**src/rtl/sec_count_pkg.sv**
```systemverilog
package sec_count_pkg;
   localparam int unsigned BYTE_W   = 8;
   localparam int unsigned STOP_BIT = 7;
   typedef logic [BYTE_W-1:0] byte_t;
endpackage

```
**src/rtl/sec_prescaler.sv**
```systemverilog
module sec_prescaler #(
   parameter int unsigned DIV_W = 15
) (
   input  logic             clk,
   input  logic             rst_n,
   input  logic             run_i,
   input  logic             clr_i,
   output logic [DIV_W-1:0] phase_o,
   output logic             tick_o
);
   localparam logic [DIV_W-1:0] PHASE_MAX = '1;

   always_ff @(posedge clk or negedge rst_n) begin
      if (!rst_n)      phase_o <= '0;
      else if (clr_i)  phase_o <= '0;
      else if (run_i)  phase_o <= phase_o + DIV_W'(1);
   end

   // a clear on the same edge wins over the wrap
   assign tick_o = run_i && !clr_i && (phase_o == PHASE_MAX);
endmodule

```
**src/rtl/sec_counter.sv**
```systemverilog
module sec_counter
   import sec_count_pkg::*;
#(
   parameter int unsigned NBYTES = 4,
   parameter int unsigned ADDR_W = 3,
   localparam int unsigned CNT_W = NBYTES * BYTE_W
) (
   input  logic              clk,
   input  logic              rst_n,
   input  logic              inc_i,
   input  logic              wr_en_i,
   input  logic [ADDR_W-1:0] wr_sel_i,
   input  byte_t             wr_data_i,
   output logic [CNT_W-1:0]  value_o
);
   logic [CNT_W-1:0] next_val;

   assign next_val = inc_i ? value_o + CNT_W'(1) : value_o;

   for (genvar b = 0; b < NBYTES; b++) begin : g_lane
      localparam logic [ADDR_W-1:0] LANE = ADDR_W'(b);
      byte_t q;
      always_ff @(posedge clk or negedge rst_n) begin
         if (!rst_n)                            q <= '0;
         else if (wr_en_i && wr_sel_i == LANE)  q <= wr_data_i;
         else                                   q <= next_val[b*BYTE_W +: BYTE_W];
      end
      assign value_o[b*BYTE_W +: BYTE_W] = q;
   end
endmodule

```
**src/rtl/sec_read_port.sv**
```systemverilog
module sec_read_port
   import sec_count_pkg::*;
#(
   parameter int unsigned NBYTES      = 4,
   parameter int unsigned ADDR_W      = 3,
   parameter bit          SNAPSHOT_EN = 1'b1,
   localparam int unsigned CNT_W = NBYTES * BYTE_W
) (
   input  logic              clk,
   input  logic              rst_n,
   input  logic              rd_en_i,
   input  logic [ADDR_W-1:0] rd_addr_i,
   input  logic [CNT_W-1:0]  live_i,
   input  byte_t             ctrl_i,
   output logic [CNT_W-1:0]  snap_o,
   output byte_t             rd_data_o
);
   logic             take_snap;
   logic [CNT_W-1:0] view;
   byte_t            rd_next;

   assign take_snap = rd_en_i && (rd_addr_i == '0);

   if (SNAPSHOT_EN) begin : g_snap
      logic [CNT_W-1:0] shadow_q;
      always_ff @(posedge clk or negedge rst_n) begin
         if (!rst_n)         shadow_q <= '0;
         else if (take_snap) shadow_q <= live_i;
      end
      assign snap_o = shadow_q;
      assign view   = shadow_q;
   end else begin : g_live
      assign snap_o = live_i;
      assign view   = live_i;
   end

   always_comb begin
      rd_next = '0;
      for (int i = 0; i < NBYTES; i++) begin
         if (rd_addr_i == ADDR_W'(i))
            rd_next = (i == 0) ? live_i[BYTE_W-1:0] : view[i*BYTE_W +: BYTE_W];
      end
      if (rd_addr_i == ADDR_W'(NBYTES)) rd_next = ctrl_i;
   end

   always_ff @(posedge clk or negedge rst_n) begin
      if (!rst_n)       rd_data_o <= '0;
      else if (rd_en_i) rd_data_o <= rd_next;
   end
endmodule

```
**src/rtl/sec_count_core.sv**
```systemverilog
module sec_count_core
   import sec_count_pkg::*;
#(
   parameter int unsigned DIV_W       = 15,
   parameter int unsigned NBYTES      = 4,
   parameter int unsigned ADDR_W      = 3,
   parameter bit          SNAPSHOT_EN = 1'b1
) (
   input  logic              clk,
   input  logic              rst_n,
   input  logic              backup_i,
   input  logic              wr_en_i,
   input  logic [ADDR_W-1:0] wr_addr_i,
   input  logic [7:0]        wr_data_i,
   input  logic              rd_en_i,
   input  logic [ADDR_W-1:0] rd_addr_i,
   output logic [7:0]        rd_data_o
);
   localparam int unsigned CNT_W = NBYTES * BYTE_W;
   localparam logic [ADDR_W-1:0] CTRL_ADDR = ADDR_W'(NBYTES);

   if (DIV_W < 2 || DIV_W > 31) begin : g_bad_div
      $error("DIV_W out of range");
   end
   if (NBYTES < 1 || NBYTES > 8) begin : g_bad_bytes
      $error("NBYTES out of range");
   end
   if (NBYTES + 1 > (1 << ADDR_W)) begin : g_bad_addr
      $error("ADDR_W too small for count bytes plus control");
   end

   logic             stop_q;
   logic             wr_cnt;
   logic             osc_run;
   logic             tick;
   logic             snap_take;
   logic [DIV_W-1:0] phase;
   logic [CNT_W-1:0] cnt_q;
   logic [CNT_W-1:0] snap_q;
   byte_t            ctrl_byte;
   logic             unused_ctrl_bits;

   assign wr_cnt    = wr_en_i && (wr_addr_i < CTRL_ADDR);
   assign osc_run   = !backup_i || !stop_q;
   assign snap_take = rd_en_i && (rd_addr_i == '0);
   assign unused_ctrl_bits = ^wr_data_i[STOP_BIT-1:0];

   always_ff @(posedge clk or negedge rst_n) begin
      if (!rst_n)                                     stop_q <= 1'b0;
      else if (wr_en_i && wr_addr_i == CTRL_ADDR)     stop_q <= wr_data_i[STOP_BIT];
   end

   always_comb begin
      ctrl_byte           = '0;
      ctrl_byte[STOP_BIT] = stop_q;
   end

   sec_prescaler #(.DIV_W(DIV_W)) u_div (
      .clk     (clk),
      .rst_n   (rst_n),
      .run_i   (osc_run),
      .clr_i   (wr_cnt),
      .phase_o (phase),
      .tick_o  (tick)
   );

   sec_counter #(.NBYTES(NBYTES), .ADDR_W(ADDR_W)) u_cnt (
      .clk       (clk),
      .rst_n     (rst_n),
      .inc_i     (tick && !stop_q),
      .wr_en_i   (wr_cnt),
      .wr_sel_i  (wr_addr_i),
      .wr_data_i (wr_data_i),
      .value_o   (cnt_q)
   );

   sec_read_port #(.NBYTES(NBYTES), .ADDR_W(ADDR_W), .SNAPSHOT_EN(SNAPSHOT_EN)) u_rd (
      .clk       (clk),
      .rst_n     (rst_n),
      .rd_en_i   (rd_en_i),
      .rd_addr_i (rd_addr_i),
      .live_i    (cnt_q),
      .ctrl_i    (ctrl_byte),
      .snap_o    (snap_q),
      .rd_data_o (rd_data_o)
   );
endmodule

```
**config.mk**
```make
export PLATFORM = sky130hd
export DESIGN_NAME = sec_count_core
export DESIGN_NICKNAME = d
export VERILOG_FILES = /design/src/rtl/sec_count_pkg.sv /design/src/rtl/sec_prescaler.sv /design/src/rtl/sec_counter.sv /design/src/rtl/sec_read_port.sv /design/src/rtl/sec_count_core.sv
export SDC_FILE = /design/constraint.sdc
export NUM_CORES = 1
export LEC_CHECK = 0
export BUFFER_PORTS_ARGS = -buffer_cell sky130_fd_sc_hd__buf_2
export CAP_MARGIN = 25
export CORE_MARGIN = 3
export CORE_UTILIZATION = 50
export DETAILED_ROUTE_END_ITERATION = 16
export GPL_TIMING_DRIVEN = 0
export PLACE_DENSITY_LB_ADDON = 0.08
export SLEW_MARGIN = 20
export SYNTH_ARGS = -nofsm -noshare
export SYNTH_HDL_FRONTEND = slang
export SYNTH_SLANG_ARGS = --single-unit
```
**constraint.sdc**
```tcl
create_clock -name clk -period 4.72 [get_ports clk]
set_clock_uncertainty 0.1 [all_clocks]
set_input_delay 0.944 -clock clk [delete_from_list [all_inputs] [get_ports clk]]
set_output_delay 0.944 -clock clk [all_outputs]
set_load 0.03 [all_outputs]
```
---- Yosys cells after proc, flatten, opt, wreduce, memory -nomap -nowiden ----
Index checks and enable logic that the tools add are counted.
word-level totals
  register bits after elaboration ......... 88
  output and inout port bits .............. 8
cells by class
  add/sub/neg operators ................... 2
  magnitude comparators ................... 1
  eq/ne operators ......................... 9
  mux-type cells .......................... 12
  reduce and logical (&&, ||, !) cells .... 21
operator list
  kind                     number
  $mux W8                  9
  $add A32 B1 Y32 const B  1
  $mux W32                 1
  $mux W15                 2
  $add A15 B1 Y15 const B  1
  $eq A15 B15 Y1 const B   1
  $eq A3 B2 Y1 const B     4
  $logic_and A1 B1 Y1      10
  $reduce_bool A2 Y1       5
  $eq A3 B1 Y1 const B     2
  $eq A3 B3 Y1 const B     2
  $logic_not A3 Y1         2
  $logic_not A1 Y1         3
  $lt A3 B3 Y1 const B     1
  $logic_or A1 B1 Y1       1

---- Depth between registers and ports, before layout ----
  depth in word-level cells ............... 8
  mapped depth ............................ 8
  mapped depth without buffers ............ 6

---- Cells and area by module ----
A second synthesis with hierarchy kept.
unflattened totals
  cell total of the unflattened synthesis .. 437
  area, all modules ....................... 4765.8 um2
by module, submodules not included
  module          times used  cells each  area each (um2)
  sec_read_port   1           144         2015.7
  sec_counter     1           208         1876.8
  sec_prescaler   1           78          799.5
  sec_count_core  1           7           73.8

---- Worst setup path after synthesis ----
No wires, ideal clock.
  path kind ............................... in2reg
  from .................................... in rd_en_i
  to ...................................... reg u_rd.g_snap.shadow_q[11] (netlist: u_rd.snap_o[11])
  setup time .............................. 0.125 ns
  arrival ................................. 2.330 ns
  data required time ...................... 4.495 ns
  setup slack ............................. 2.165 ns
  stages .................................. 6
  path buffers ............................ 3
  cells stage by stage .................... clkbuf_1 nand2b_1 clkbuf_1 nor3_2 buf_2 mux2_2
between the ends
  word-level cells in the longest chain between the ends .. 1
RTL lines
  item                  line                  text
  from (decl)           sec_count_core.sv:15  input logic rd_en_i,
  $logic_and A1 B1 Y1   sec_read_port.sv:22   assign take_snap = rd_en_i && (rd_addr_i == '0);
  to (signal assigned)  sec_read_port.sv:28   else if (take_snap) shadow_q <= live_i;
  to (decl)             sec_read_port.sv:25   logic [CNT_W-1:0] shadow_q;
No other way between the ends.
A chain may end at the register's enable or synchronous reset.

---- Final worst setup path ----
  from .................................... in wr_en_i
  to ...................................... reg u_cnt.g_lane[3].q[0]
between the ends
  word-level cells in the longest chain between the ends .. 6
  elaborated cells on any way between the ends .. 8
  classes of those cells .................. mux: 1; reduce/logical: 7
RTL lines
  item                               line                  text
  from (decl)                        sec_count_core.sv:12  input logic wr_en_i,
  $logic_and A1 B1 Y1 *              sec_count_core.sv:43  assign wr_cnt = wr_en_i && (wr_addr_i < CTRL_ADDR);
  $logic_not A1 Y1                   sec_prescaler.sv:20   assign tick_o = run_i && !clr_i && (phase_o == PHASE_MAX);
  $logic_and A1 B1 Y1 (2 in series)  sec_prescaler.sv:20
  $logic_and A1 B1 Y1                sec_count_core.sv:70  .inc_i (tick && !stop_q),
  $reduce_bool A2 Y1 (no line)       --
  to (signal assigned)               sec_counter.sv:25     else if (wr_en_i && wr_sel_i == LANE) q <= wr_data_i;
  to (signal assigned)               sec_counter.sv:26     else q <= next_val[b*BYTE_W +: BYTE_W];
  to (decl)                          sec_counter.sv:22     byte_t q;
Mark *: on every way between the ends. The rest lies on a longest branch, timed or not.

==> results.ini <==
[timing]
tightest_slew_ps=800
period_share=0.577
period_minus_slack_ps=2720
rsz0062_at_grt=false
slew_viol_final=0
setup_viol=0
maxSlewHeadroom=0.462
final_hold_viol_count=0
setup_tns_ps=0
clock.fmax_mhz=367
finalWorstSetupSlack_ps=2000
hold_ws_ps=411

[clocking]
clkTransAtPathRegs_ps=100
cts_inserted_buffers=9
clockRootBuffer=clkbuf_8
postCtsHoldBufs=0
post-cts-setup-buffer-count=0
cts.sinks=80
clk-insertion-delay-late_ps=360
tritoncts=yes
cts_resized=0
clk_path_buf_depth=2
cts-htree-levels=3

[setup_path]
startpoint_type=primary input
cp.arrival_ps=2860
end_kind=flop
cp_max_fo=10
crit_type=primary input to flop
required_ps=4850

[flow_run]
drv_cap=0

[power_and_ir_drop]
fin_total_pwr_mw=1.82
power_per_cell_area_nw_per_um2=376
leakagePower_nw=2.00
ir_drop_mv=0.178

[global_route]
grt_pass1_vias=3443
antenna_found_initial=0
grt_max_degree=42
grt_overflow=0
track_usage=0.246
grt_pass1_wl_um=18800

[layout]
fillCellCount=748
area_delta_synth_final_pct=10.8
drive_gt1_frac=0.191
multi_input_area_um2=2190
fin_util=0.580
fin_cells=576
final_common_cell=dfrtp_1
stdcell_area_um2=4840
insertedDiodeCount=0
regArea_um2=2000
layout_common_cells=dfrtp_1, nand2_1, nand3_1
nets=487

[detailed_routing]
drc=0
routed_wl_um=11400
wl_per_cell_um=19.8
ant_nets=0
vias=3610
drtIter0Drc=384
drtPass1Iterations=6
viasPerCell=6.27

[floorplan]
core_area_um2=8340
initial_core_util=0.523
fp.dieArea_um2=9890
rows=33
die_h_um=99.4
die_x_um=99.4
io-pin-count=27

[yosys]
syn_area_um2=4370
synth.area.top_cells=dfrtp_1, mux2_2, mux4_2
synthArstFlopShare=1.00
syn_area_per_cell_um2=10.1
synth_top_cell_by_area=dfrtp_1
yosysWarnings=0
yosysUniqueCellTypes=54
synthFlopType=dfrtp_1
synthCells=431
ys_ff_latch=80
synth_top_area_frac=0.459
ys_seq_area_frac=0.459
synth_edf_count=0
synth_fp_nets=452

[placed_design]
place_ws_ps=1620
io_buffers=23
hpwl_um=8360
dpl-instance-area_um2=4630
gp_congestion=0.905
dp.cells=560

[min_path]
worstHoldPathType=flop to flop

[run_status]
status=completed

## worst paths after layout
check | end | slack (ps) | from | cells after the start
max reg2reg | u_cnt.g_lane[3].q[0]$_DFFE_PN0P_ | 2230 | stop_q$_DFFE_PN0P_ | 6
min reg2reg | u_rd.snap_o[14]$_DFFE_PN0P_ | 410 | u_rd.snap_o[14]$_DFFE_PN0P_ | 1
max in group asynchronous | u_rd.snap_o[21]$_DFFE_PN0P_ | 3440 | rst_n | 2
min | u_rd.snap_o[14]$_DFFE_PN0P_ | 410 | u_rd.snap_o[14]$_DFFE_PN0P_ | 1
min in group asynchronous | u_div.phase_o[9]$_DFFE_PN0P_ | 470 | rst_n | 1
max | u_cnt.g_lane[3].q[0]$_DFFE_PN0P_ | 2000 | wr_en_i | 7
## area by class of cell
class / count / area share
multi-input cells: 309 / 0.453
clock buffers: 9 / 0.0256
inverters: 21 / 0.0163
plain buffers: 21 / 0.0197
well taps: 105 / 0.0272
repair buffers: 24 / 0.0285
flip-flops and latches: 80 / 0.414
clock inverters: 7 / 0.0160
## critical path, stage by stage
cell and delay [ps]:
buf_2 100, nor2b_1 190, nor4_4 630, nand2_2 180, clkbuf_1 290, o311ai_0 390, nand3_1 120
## sequential cells by signal, indices dropped and copies added, names as in the netlist
name	flops
stop_q	1
u_rd.snap_o	24
u_rd.rd_data_o	8
u_cnt.g_lane.q	32
u_div.phase_o	15
## per-layer routing
metal  global-route usage  share of wire  wire (um)
met1                0.345           0.43       4940
met5                    0              0          0
met2                0.386           0.47       5320
met3               0.0421          0.068        771
met4               0.0882          0.030        346
## cell families (layout without fill, tap and decap cells)
family                     after synthesis  after routing  share of synthesized area
AOI/OAI and AO/OA                       76             76                      0.121
xor gates and xnor gates                17             17                     0.0341
adders and majority gates                2              2                    0.00573
buffers and inverters                   42             82                     0.0398
DFF                                     80             80                      0.459
muxes                                   35             35                      0.111
and+or+nand+nor                        179            179                      0.230
## cell usage after synthesis, types with 4 or more instances
library cell   n
a21oi_1       10
a221o_1        4
and2_1         4
and3_1        14
buf_2          4
clkbuf_1      13
dfrtp_1       80
inv_1         21
mux2_2        26
mux4_2         8
nand2_1       44
nand2b_1       4
nand3_1       31
nand4_1       11
nor2_1        26
nor3_1        11
o211ai_1       6
o21ai_0       17
o22ai_1        7
o311ai_0      11
or4_1          9
xnor2_1        7
xor2_1        10
## where the power goes
group | internal (mW) | switching, mW
combinational | 0.168 | 0.168
sequential | 0.816 | 0.144
clock | 0.250 | 0.273
No activity file was read; power rests on OpenSTA's default activity.
